`src/rtl/loc_arb_pkg.sv`:
```
package loc_arb_pkg;
  localparam int LAR_LOCS = 5;
  typedef logic [7:0] loc_id_t;
  localparam loc_id_t NO_LOC = 8'hFF;

  typedef struct packed {
    logic [LAR_LOCS-1:0] setReq;
    logic [LAR_LOCS-1:0] clrReq;
    logic [LAR_LOCS-1:0] clrBeen;
    logic [LAR_LOCS-1:0] setSeize;
    logic [LAR_LOCS-1:0] clrSeize;
    logic                hoGo;
    logic                hoSeize;
    loc_id_t             hoTgt;
  } arb_strobe_t;
endpackage

```
`src/rtl/loc_arb_ctrl.sv`:
```
module loc_arb_ctrl
  import loc_arb_pkg::*;
#(
  parameter int NUM_LOC = LAR_LOCS
) (
  input  logic                clk,
  input  logic                rst_n,
  input  logic                wrEn,
  input  loc_id_t             wrLoc,
  input  logic                wrOffZero,
  input  logic [7:0]          wrData,
  input  loc_id_t             activeLoc,
  input  logic [NUM_LOC-1:0]  reqUse,
  input  logic [NUM_LOC-1:0]  seizeFlag,
  input  logic                cmdBusy,
  input  logic                cmdAbortAck,
  output logic                abortReq,
  output arb_strobe_t         st
);
  localparam int LOC_W = $clog2(NUM_LOC);
  localparam loc_id_t NUM_ID = loc_id_t'(NUM_LOC);
  localparam loc_id_t HW_LOC = loc_id_t'(NUM_LOC - 1);

  logic    hoPend;
  loc_id_t pendTgt;

  logic [7:0] v;
  logic       wrAcc, ownerValid, isOwner, found, higherSeize, seizeOk, releaseOk;
  logic       hoNeed, seizeHo, immediate;
  loc_id_t    hiReq, tgt;
  logic [LOC_W-1:0] wi;

  always_comb begin
    wi         = wrLoc[LOC_W-1:0];
    wrAcc      = wrEn && wrOffZero && (wrLoc < HW_LOC);
    ownerValid = activeLoc < NUM_ID;
    isOwner    = activeLoc == wrLoc;
    v = wrData;
    if (v[3]) begin
      v[1] = 1'b0;
      v[5] = 1'b0;
    end
    found = 1'b0;
    hiReq = NO_LOC;
    higherSeize = 1'b0;
    for (int c = 0; c < NUM_LOC; c++) begin
      if (reqUse[c]) begin
        found = 1'b1;
        hiReq = loc_id_t'(c);
      end
      if (seizeFlag[c] && loc_id_t'(c) > wrLoc) higherSeize = 1'b1;
    end

    st = '0;
    st.hoTgt = NO_LOC;
    hoNeed = 1'b0;
    seizeHo = 1'b0;
    tgt = NO_LOC;

    releaseOk = wrAcc && v[5] && isOwner && !hoPend;
    if (wrAcc && v[5] && !isOwner) st.clrReq[wi] = 1'b1;
    if (releaseOk) begin
      hoNeed = 1'b1;
      tgt = found ? hiReq : NO_LOC;
    end
    if (wrAcc && v[4]) st.clrBeen[wi] = 1'b1;

    seizeOk = wrAcc && v[3] && !hoPend && (!ownerValid || wrLoc > activeLoc)
              && !seizeFlag[wi] && !higherSeize;
    if (seizeOk) begin
      st.setSeize[wi] = 1'b1;
      for (int c = 0; c < NUM_LOC; c++)
        if (loc_id_t'(c) < wrLoc) st.clrSeize[c] = 1'b1;
      hoNeed = 1'b1;
      seizeHo = 1'b1;
      tgt = wrLoc;
    end

    if (wrAcc && v[1] && !isOwner) begin
      if (ownerValid) st.setReq[wi] = 1'b1;
      else begin
        hoNeed = 1'b1;
        tgt = wrLoc;
      end
    end

    immediate = hoNeed && (!ownerValid || tgt == NO_LOC || !cmdBusy);
    if (immediate) begin
      st.hoGo = 1'b1;
      st.hoTgt = tgt;
      st.hoSeize = seizeHo;
    end else if (hoPend && cmdAbortAck) begin
      st.hoGo = 1'b1;
      st.hoTgt = pendTgt;
    end
  end

  always_ff @(posedge clk or negedge rst_n) begin
    if (!rst_n) begin
      hoPend  <= 1'b0;
      pendTgt <= NO_LOC;
    end else if (hoPend && cmdAbortAck) begin
      hoPend  <= 1'b0;
      pendTgt <= NO_LOC;
    end else if (hoNeed && !immediate) begin
      hoPend  <= 1'b1;
      pendTgt <= tgt;
    end
  end

  assign abortReq = hoPend;

  // while waiting for the engine, ownership must not move
  p_abort_hold_r11: assert property (@(posedge clk) disable iff (!rst_n)
    (abortReq && !cmdAbortAck) |=> $stable(activeLoc));

  // a write to the hardware-only locality produces no flag update
  p_hw_ignore_r10: assert property (@(posedge clk) disable iff (!rst_n)
    (wrEn && wrLoc == HW_LOC) |-> ((st.setReq | st.clrReq | st.clrBeen | st.setSeize) == '0));
endmodule

```
`src/rtl/loc_arb_regs.sv`:
```
module loc_arb_regs
  import loc_arb_pkg::*;
#(
  parameter int NUM_LOC = LAR_LOCS
) (
  input  logic                clk,
  input  logic                rst_n,
  input  arb_strobe_t         st,
  input  loc_id_t             rdLoc,
  input  logic                rdOffZero,
  input  logic                estFlag,
  output logic [7:0]          rdData,
  output loc_id_t             activeLoc,
  output logic [NUM_LOC-1:0]  reqUse,
  output logic [NUM_LOC-1:0]  seizeFlag,
  output logic                locChanged
);
  localparam int LOC_W = $clog2(NUM_LOC);
  localparam loc_id_t NUM_ID = loc_id_t'(NUM_LOC);

  loc_id_t            activeQ, activeD;
  logic [NUM_LOC-1:0] reqQ, reqD, beenQ, beenD, seizeQ, seizeD;
  logic               chgQ, chgD, isSeize, tgtValid;
  logic [LOC_W-1:0]   ti, oi, ri;
  logic [NUM_LOC-1:0] selfMask;

  always_comb begin
    reqD   = (reqQ & ~st.clrReq) | st.setReq;
    beenD  = beenQ & ~st.clrBeen;
    seizeD = (seizeQ & ~st.clrSeize) | st.setSeize;
    activeD = activeQ;
    chgD = 1'b0;
    ti = st.hoTgt[LOC_W-1:0];
    oi = activeQ[LOC_W-1:0];
    tgtValid = st.hoTgt < NUM_ID;
    isSeize = st.hoSeize || (tgtValid && seizeQ[ti]);
    if (st.hoGo && st.hoTgt != activeQ) begin
      if (activeQ < NUM_ID) begin
        if (isSeize) beenD[oi] = 1'b1;
        else         reqD[oi]  = 1'b0;
      end
      if (tgtValid) begin
        reqD[ti]   = 1'b0;
        seizeD[ti] = 1'b0;
        chgD = 1'b1;
      end
      activeD = st.hoTgt;
    end
  end

  always_ff @(posedge clk or negedge rst_n) begin
    if (!rst_n) begin
      activeQ <= NO_LOC;
      reqQ    <= '0;
      beenQ   <= '0;
      seizeQ  <= '0;
      chgQ    <= 1'b0;
    end else begin
      activeQ <= activeD;
      reqQ    <= reqD;
      beenQ   <= beenD;
      seizeQ  <= seizeD;
      chgQ    <= chgD;
    end
  end

  always_comb begin
    ri = rdLoc[LOC_W-1:0];
    selfMask = '0;
    selfMask[ri] = 1'b1;
    if (rdOffZero && rdLoc < NUM_ID)
      rdData = {1'b1, 1'b0, activeQ == rdLoc, beenQ[ri], 1'b0,
                |(reqQ & ~selfMask), reqQ[ri], estFlag};
    else
      rdData = 8'hFF;
  end

  assign activeLoc  = activeQ;
  assign reqUse     = reqQ;
  assign seizeFlag  = seizeQ;
  assign locChanged = chgQ;

  // the owner never carries a request-use or seize flag
  p_owner_clean_r8: assert property (@(posedge clk) disable iff (!rst_n)
    (activeQ < NUM_ID) |-> (!reqQ[activeQ[LOC_W-1:0]] && !seizeQ[activeQ[LOC_W-1:0]]));

  // at most one seize can be outstanding
  p_seize_single_r7: assert property (@(posedge clk) disable iff (!rst_n)
    $onehot0(seizeQ));

  // the event follows a real change to a locality
  p_change_pulse_r9: assert property (@(posedge clk) disable iff (!rst_n)
    locChanged |-> (activeQ != $past(activeQ) && activeQ < NUM_ID));
endmodule

```
`src/rtl/loc_arb_top.sv`:
```
module loc_arb_top
  import loc_arb_pkg::*;
#(
  parameter int NUM_LOC   = LAR_LOCS,
  parameter int LOC_SHIFT = 12,
  parameter int ADDR_W    = 15
) (
  input  logic              clk,
  input  logic              rst_n,
  input  logic [ADDR_W-1:0] busAddr,
  input  logic              busWrEn,
  input  logic [7:0]        busWdata,
  input  logic              busRdEn,
  output logic [7:0]        busRdata,
  input  logic              estFlag,
  input  logic              cmdBusy,
  input  logic              cmdAbortAck,
  output logic              abortReq,
  output logic              locChanged,
  output logic [7:0]        activeLoc
);
  loc_id_t            locId, ownerId;
  logic               offZero;
  logic [NUM_LOC-1:0] reqUse, seizeFlag;
  arb_strobe_t        st;
  logic [7:0]         rdData;

  assign locId   = loc_id_t'(busAddr[ADDR_W-1:LOC_SHIFT]);
  assign offZero = busAddr[LOC_SHIFT-1:0] == '0;

  loc_arb_ctrl #(.NUM_LOC(NUM_LOC)) u_ctrl (
    .clk(clk), .rst_n(rst_n), .wrEn(busWrEn), .wrLoc(locId), .wrOffZero(offZero),
    .wrData(busWdata), .activeLoc(ownerId), .reqUse(reqUse), .seizeFlag(seizeFlag),
    .cmdBusy(cmdBusy), .cmdAbortAck(cmdAbortAck), .abortReq(abortReq), .st(st)
  );

  loc_arb_regs #(.NUM_LOC(NUM_LOC)) u_regs (
    .clk(clk), .rst_n(rst_n), .st(st), .rdLoc(locId), .rdOffZero(offZero),
    .estFlag(estFlag), .rdData(rdData), .activeLoc(ownerId), .reqUse(reqUse),
    .seizeFlag(seizeFlag), .locChanged(locChanged)
  );

  assign busRdata  = busRdEn ? rdData : 8'h00;
  assign activeLoc = ownerId;
endmodule

```
`config.mk`:
```
export PLATFORM = sky130hd
export DESIGN_NAME = loc_arb_top
export DESIGN_NICKNAME = d
export VERILOG_FILES = /design/src/rtl/loc_arb_pkg.sv /design/src/rtl/loc_arb_ctrl.sv /design/src/rtl/loc_arb_regs.sv /design/src/rtl/loc_arb_top.sv
export SDC_FILE = /design/constraint.sdc
export NUM_CORES = 1
export LEC_CHECK = 0
export BUFFER_PORTS_ARGS = -buffer_cell sky130_fd_sc_hd__buf_2
export CELL_PAD_IN_SITES_DETAIL_PLACEMENT = 1
export CELL_PAD_IN_SITES_GLOBAL_PLACEMENT = 1
export CORE_UTILIZATION = 40
export CTS_BUF_LIST = sky130_fd_sc_hd__clkbuf_8
export DETAILED_ROUTE_END_ITERATION = 8
export PLACE_DENSITY_LB_ADDON = 0.1
export SLEW_MARGIN = 15
export SYNTH_ARGS = -nofsm -noshare
export SYNTH_HDL_FRONTEND = slang
export SYNTH_SLANG_ARGS = --single-unit
```
`constraint.sdc`:
```
create_clock -name clk -period 4.7 [get_ports clk]
set_input_delay 0.235 -clock clk [delete_from_list [all_inputs] [get_ports clk]]
set_output_delay 0.235 -clock clk [all_outputs]
set_load 0.01 [all_outputs]
```
==> results.md, run 1 <==
- Status: completed
- Initial drt markers: 116
- Htree depth: 1
- Post-Synth XOR/XNOR Area: 1.197%
- Uppermost layer routed: met4
- DRT met1 WL: 3.332 mm
- WP data arrival: 4250 ps
- Setup TNS: 0 ps
- 1st-pass router iterations: 4
- PwrDens: 207.6 mW/mm^2
- Nets: 332
- Total number of vias: 2,187
- Core area: 0.005205 sq mm
- Die area: 0.005790 sq mm
- CTS root buf: clkbuf_8
- Fillcell total: 657
- CTS sink count: 25
- Synth-to-layout area growth: 13.11%
- First-pass GRT wire length: 11.90 mm
- Synth Area in Simple Gates: 28.15%
- Compound-Gate Fraction of Synth Area: 30.26%
- GRT overflow: 0
- Adder-Cell Fraction of Synth Area: 1.709%
- Multi-input logic area: 0.001451 sq mm
- Largest cells by area after synthesis: dfrtp_1, dfstp_2, nor2_1, o21ai_0, a21oi_1
- GRT Total Usage: 25.68%
- Maximum vdd drop: 0.1341 mV
- Gate Count Post-Synth: 264
- Synth Flop Type: dfrtp_1
- Synth Cell Area: 0.002196 sq mm
- Critical path endpoint category: flop
- Max-capacitance violation count: 0
- Crit path max-delay cell type: dfstp_2
- WS Path Type: flop to flop
- Crit-path max FO: 9
- Slew HR: 54.80%
- Worst skew pair latency: 270 ps
- Worst Tran Pin Value: 677.9 ps
- Commonest cells in the synthesized netlist: nor2_1, nand2_1, o21ai_0
- Crit-path cells: inv_1, ha_1, nand4b_1, or4_4, o32ai_1, a21oi_2, mux2i_1, a41oi_4, nor2_2, or4b_1, o211a_1
- Largest net degree at the start of global routing: 26
- Top-count cell post-synth: nor2_1
- CTS tree: done
- Leak: 0.9981 nW
- Fin. Hold Viols: 0
- Antenna violations before repair: 0
- CP bufs+invs: 1
- Row count: 26
- Synthesized area per cell: 8.318 sq um
- Antenna viol nets, final: 0
- Gpl congestion: 0.8530
- Clock Skew: 1.979 ps
- Post-DP HPWL: 5.471 mm
- Max clock buf depth: 2
- Fin crit share: 86.83%
- Ys Warns: 0
- Port bufs: 43
- Tot Pwr: 0.0005157 W
- Synth Register Bits: 25
- Synthesized net count: 297
- RSZ-0062 raised after global routing: no
- Met3 wire length: 364 um
- Starting Density: 42.19%
- Vias per cell: 5.943
- Die width: 76.09 um
- Setup violators final: 0
- Cts bufs inserted: 3
- Mux cell area share after synthesis: 4.786%
- Cell taking the most area after synthesis: dfrtp_1
- Largest family of logic cells by synthesized area: compound AO/OA/AOI/OAI gates
- Clk slew on worst S/H paths: 90 ps
- Share of layout cells above drive strength 1: 27.52%
- Top Ports: 48
- Delay-heaviest family, CP: simple AND/OR/NAND/NOR gates
- Met2 wire length: 3.230 mm
- Post-synth EDFFs: 0
- Vias in the first global route: 2,335
- Unique masters post-synth: 67
- Final WL: 7.001 mm
- Final Max Tran Viols: 0
- Type of the most critical hold path: primary input to flop
- Clock period minus worst slack: 4081 ps
- Antenna diodes: 0
- WL per Instance: 19.02 um
- Share of the synthesized area in the top cell type: 19.37%
- Fmax: 0.2450 GHz
- Sequential area share after synthesis: 28.95%
- Worst Setup Start Kind: flop
- FF+latch area: 635.6 sq um
- Die Y: 76.09 um
- WP data required: 4870 ps
- Resized cells post-CTS: 0
- CP peak stage delay: 670 ps
- DRC: 0
- Asr flop ratio synth: 100.0%
==> report_power, final <==
group	internal, W	switching, W
Sequential	0.000233	0.0000223
Combinational	0.0000530	0.0000765
Clock	0.0000594	0.0000715
Total	0.000345	0.000170
==> state kept, by name, indices dropped and copies added, names as in the netlist <==
name	count
u_ctrl.abortReq	1
u_ctrl.pendTgt	4
u_regs.activeLoc	4
u_regs.beenQ	5
u_regs.locChanged	1
u_regs.reqUse	5
u_regs.seizeFlag	5
==> worst paths after layout <==
| check | from | end | slack (ps) | cells after the start |
|---|---|---|---|---|
| hold / removal | cmdAbortAck | u_ctrl.abortReq$_DFFE_PN0P_ | 170 | 2 |
| min in group asynchronous | rst_n | u_regs.locChanged$_DFF_PN0_ | 490 | 2 |
| hold reg to reg | u_regs.beenQ[2]$_DFF_PN0_ | u_regs.beenQ[2]$_DFF_PN0_ | 520 | 2 |
| max in group asynchronous | rst_n | u_regs.beenQ[3]$_DFF_PN0_ | 3820 | 2 |
| setup reg to reg | u_regs.activeLoc[1]$_DFFE_PN1N_ | u_regs.seizeFlag[0]$_DFF_PN0_ | 620 | 11 |
| setup / recovery | u_regs.activeLoc[1]$_DFFE_PN1N_ | u_regs.seizeFlag[0]$_DFF_PN0_ | 620 | 11 |
==> cells by family after synthesis <==
| kind of cell | Yosys count |
|---|---|
| buffers and inverters | 23 |
| AOI/OAI and AO/OA | 89 |
| DFF | 25 |
| xor gates and xnor gates | 3 |
| muxes | 9 |
| adders and majority gates | 3 |
| and+or+nand+nor | 112 |
==> cells in the final DEF, fill, tap and decap left out, types with 4 or more instances in the layout <==
| cell | netlist | layout |
|---|---|---|
| o21ai_0 | 21 | 21 |
| buf_2 | 0 | 43 |
| nand3b_1 | 4 | 4 |
| nor2_1 | 29 | 29 |
| inv_1 | 8 | 8 |
| nor3_1 | 8 | 8 |
| dfrtp_1 | 17 | 17 |
| or2_2 | 4 | 4 |
| nand3_1 | 5 | 5 |
| or3_1 | 5 | 5 |
| dfstp_2 | 8 | 8 |
| a21oi_1 | 16 | 16 |
| o21ai_1 | 6 | 6 |
| and2_1 | 4 | 4 |
| mux2i_1 | 6 | 6 |
| nand2_1 | 21 | 21 |
| nor2b_1 | 4 | 4 |
==> routing by layer <==
layer  vias to the layer above  global-route usage, %
met5                         -                      0
met4                         0                  5.769
met3                         8                  3.353
met2                        66                  42.55
met1                      1053                  35.63
li1                       1060                      -
==> worst reg2reg max path: cells and delay by family (launching register included) <==
family / cells / cell delay, ps
mux: 1 / 200
simple gates: 4 / 1610
fa+ha+maj: 1 / 320
compound gates: 4 / 1070
buf+inv: 1 / 120
flops: 1 / 670
==> what timing repair did <==
item / in CTS / in global routing
hold buffers: 1 / 0
setup endpoints to repair: 0 / 0
endpoints found under the hold margin: 17 / 0
buffers inserted: 0 / 0
==> stage by stage <==
| step | utilization [%] | cell area (sq um) | setup slack [ps] | hold WS, ps | instances |
|---|---|---|---|---|---|
| finish | 47.72 | 2484 | 619.0 | 170.1 | 368 |
| floorplan | - | 2196 | 995.3 | -60.59 | 264 |
| detailed placement | 46.63 | 2427 | 680.1 | 272.9 | 363 |
| global placement | 46.63 | 2427 | 727.9 | 264.6 | 363 |
| global route | 47.72 | 2484 | 410.8 | 168.0 | 368 |
| CTS | 47.72 | 2484 | 638.1 | 170.3 | 368 |
==> layout make-up <==
type	instances	share of cell area, %
Multi-Input combinational cell	216	58.44
Clock buffer	3	1.662
Timing Repair Buffer	45	9.370
Sequential cell	25	25.59
Inverter	8	1.209
Clock inverter	1	0.2015
Tap cell	70	3.526
(Power assumes the default switching activity.)
==> run 2: changes to the inputs <==
--- a/config.mk
+++ b/config.mk
@@ -5,7 +5,7 @@
 export SDC_FILE = /design/constraint.sdc
 export NUM_CORES = 1
 export LEC_CHECK = 0
-export BUFFER_PORTS_ARGS = -buffer_cell sky130_fd_sc_hd__buf_2
+export BUFFER_PORTS_ARGS = -buffer_cell sky130_fd_sc_hd__buf_4
 export CELL_PAD_IN_SITES_DETAIL_PLACEMENT = 1
 export CELL_PAD_IN_SITES_GLOBAL_PLACEMENT = 1
 export CORE_UTILIZATION = 40
==> constraint.sdc (replaced) <==
create_clock -name clk -period 4.7 [get_ports clk]
set_input_delay 0.235 -clock clk [delete_from_list [all_inputs] [get_ports clk]]
set_output_delay 0.235 -clock clk [all_outputs]
set_load 0.1 [all_outputs]
==> results.md, run 2 (synthesized netlist as in run 1, its figures left out) <==
- Status: completed
- Fin crit share: 87.95%
- Final worst slack: 566.6 ps
- Switching share of power: 41.35%
- Vias in the first global route: 2,335
- CTS sink count: 25
- Post-place setup slack: 667.5 ps
- Min-delay src: cmdAbortAck
- WP data arrival: 4310 ps
- Most common cell after layout, fill and taps aside: buf_4
- Worst Tran Pin Value: 728.0 ps
- Die width: 76.09 um
- Synth-to-layout area growth: 18.01%
- Crit-path max FO: 9
- WS Path Type: flop to flop
- Final Util: 49.78%
- Clock power share: 21.6%
- 1st-pass router iterations: 4
- RSZ-0062 raised after global routing: no
- Slew HR: 51.36%
- R2R depth: 13
- Most frequent cells in the layout: buf_4, nor2_1, nand2_1, o21ai_0, dfrtp_1
- Vias per cell: 6.071
- CTS root buf: clkbuf_8
- Htree depth: 1
- Maximum vdd drop: 0.1417 mV
- Worst skew pair latency: 280 ps
- Cts bufs inserted: 3
- Final Max Tran Viols: 0
- CTS tree: done
- Combinational power share: 36.4%
- Leak: 1.032 nW
- Setup TNS: 0 ps
- Worst Setup Start Kind: flop
- Die area: 0.005790 sq mm
- PwrDens: 235.5 mW/mm^2
- GRT Total Usage: 26.31%
- Antenna violations before repair: 0
- Post-DP HPWL: 5.499 mm
- Antenna viol nets, final: 0
- Die Y: 76.09 um
- WL per Instance: 19.50 um
- Worst setup startpoint: u_regs.activeLoc[1]$_DFFE_PN1N_
- WP data required: 4880 ps
- Pint: 0.0003579 W
- Critical path endpoint category: flop
- Clk slew on worst S/H paths: 90 ps
- Row count: 26
- Gpl congestion: 0.8392
- Type of the most critical hold path: primary input to flop
- Max clock buf depth: 2
- Setup violators final: 0
- Share of layout cells above drive strength 1: 27.52%
- GRT overflow: 0
- Core area: 0.005205 sq mm
- Port bufs: 43
- Largest net degree at the start of global routing: 26
- Switching pwr: 0.0002524 W
- Clock Skew: 5.626 ps
- Clock period minus worst slack: 4133 ps
- Initial drt markers: 128
- Worst R2R Start: u_regs.activeLoc[1]$_DFFE_PN1N_
- Reg power frac: 41.9%
- Total number of vias: 2,234
- Antenna diodes: 0
- Final WL: 7.177 mm
- Fin. Hold Viols: 0
- First-pass GRT wire length: 12.23 mm
- Fmax: 0.2419 GHz
- Starting Density: 42.19%
- Max-capacitance violation count: 0
- Fillcell total: 640
- DRC: 0
- Nets: 332
- Hold path depth: 2
- Resized cells post-CTS: 0
- Top Ports: 48
==> run 2: cell counts in the layout (fill, tap and decap cells not counted) <==
No cell type changed its count.
==> run 2: cell type report <==
class | count | area (sq um) | share of cell area (%)
clock buffer | 3 | 41.29 | 1.593
clock inverter | 1 | 5.005 | 0.1931
inverter | 8 | 30.03 | 1.159
multi-input combinational | 216 | 1451 | 56.01
sequential | 25 | 635.6 | 24.53
tap | 70 | 87.58 | 3.380
timing repair buffer | 45 | 340.3 | 13.13
==> run 2: worst paths after layout <==
kind                       slack [ps]                              end
setup / recovery                  570        u_regs.beenQ[2]$_DFF_PN0_
hold / removal                    150      u_ctrl.abortReq$_DFFE_PN0P_
setup reg to reg                  570        u_regs.beenQ[2]$_DFF_PN0_
hold reg to reg                   510        u_regs.beenQ[4]$_DFF_PN0_
max in group asynchronous        4000  u_regs.activeLoc[0]$_DFFE_PN1N_
min in group asynchronous         390      u_regs.locChanged$_DFF_PN0_
==> run 2: routing by layer <==
metal  wire, um  GRT usage, %  up-vias
li1           -             -     1066
met4         85         7.500        0
met3        272         3.353        8
met5          0             0        -
met1       3556         37.22     1107
met2       3262         42.00       53
==> run 2: critical path, stage by stage, from the launching register on <==
cell and delay [ps]:
dfstp_2 660, inv_1 90, ha_1 320, nand4b_1 350
or2_2 430, or3_1 380, o32ai_2 270, buf_4 190
o22a_1 260, nand3_1 210, o22ai_1 200, a21oi_1 90
or2_1 310, o31ai_1 270
==> run 2: power groups by stage <==
| stage | registers [W] | clock network, W | logic, W |
|---|---|---|---|
| 2_1_floorplan | 0.000277 | 0 | 0.000146 |
| 3_3_place_gp | 0.000259 | 0 | 0.000217 |
| 3_5_place_dp | 0.000259 | 0 | 0.000221 |
| 4_1_cts | 0.000255 | 0.000136 | 0.000222 |
| 5_1_grt | 0.000259 | 0.000142 | 0.000237 |
| 6_report | 0.000256 | 0.000132 | 0.000222 |
==> run 2: stage by stage <==
stage               area (sq um)  total power, W  cells  hold slack, ps
global placement            2535       0.0004766    363           155.5
CTS                         2591       0.0006137    368           143.9
global route                2591       0.0006375    368           160.7
finish                      2591       0.0006103    368           147.4
detailed placement          2535       0.0004798    363           157.1
floorplan                   2196       0.0004225    264          -60.59
==> run 2: repair_timing <==
| item | CTS | global route |
|---|---|---|
| endpoints found under the hold margin | 17 | 0 |
| buffers inserted | 0 | 0 |
| hold buffers | 1 | 0 |
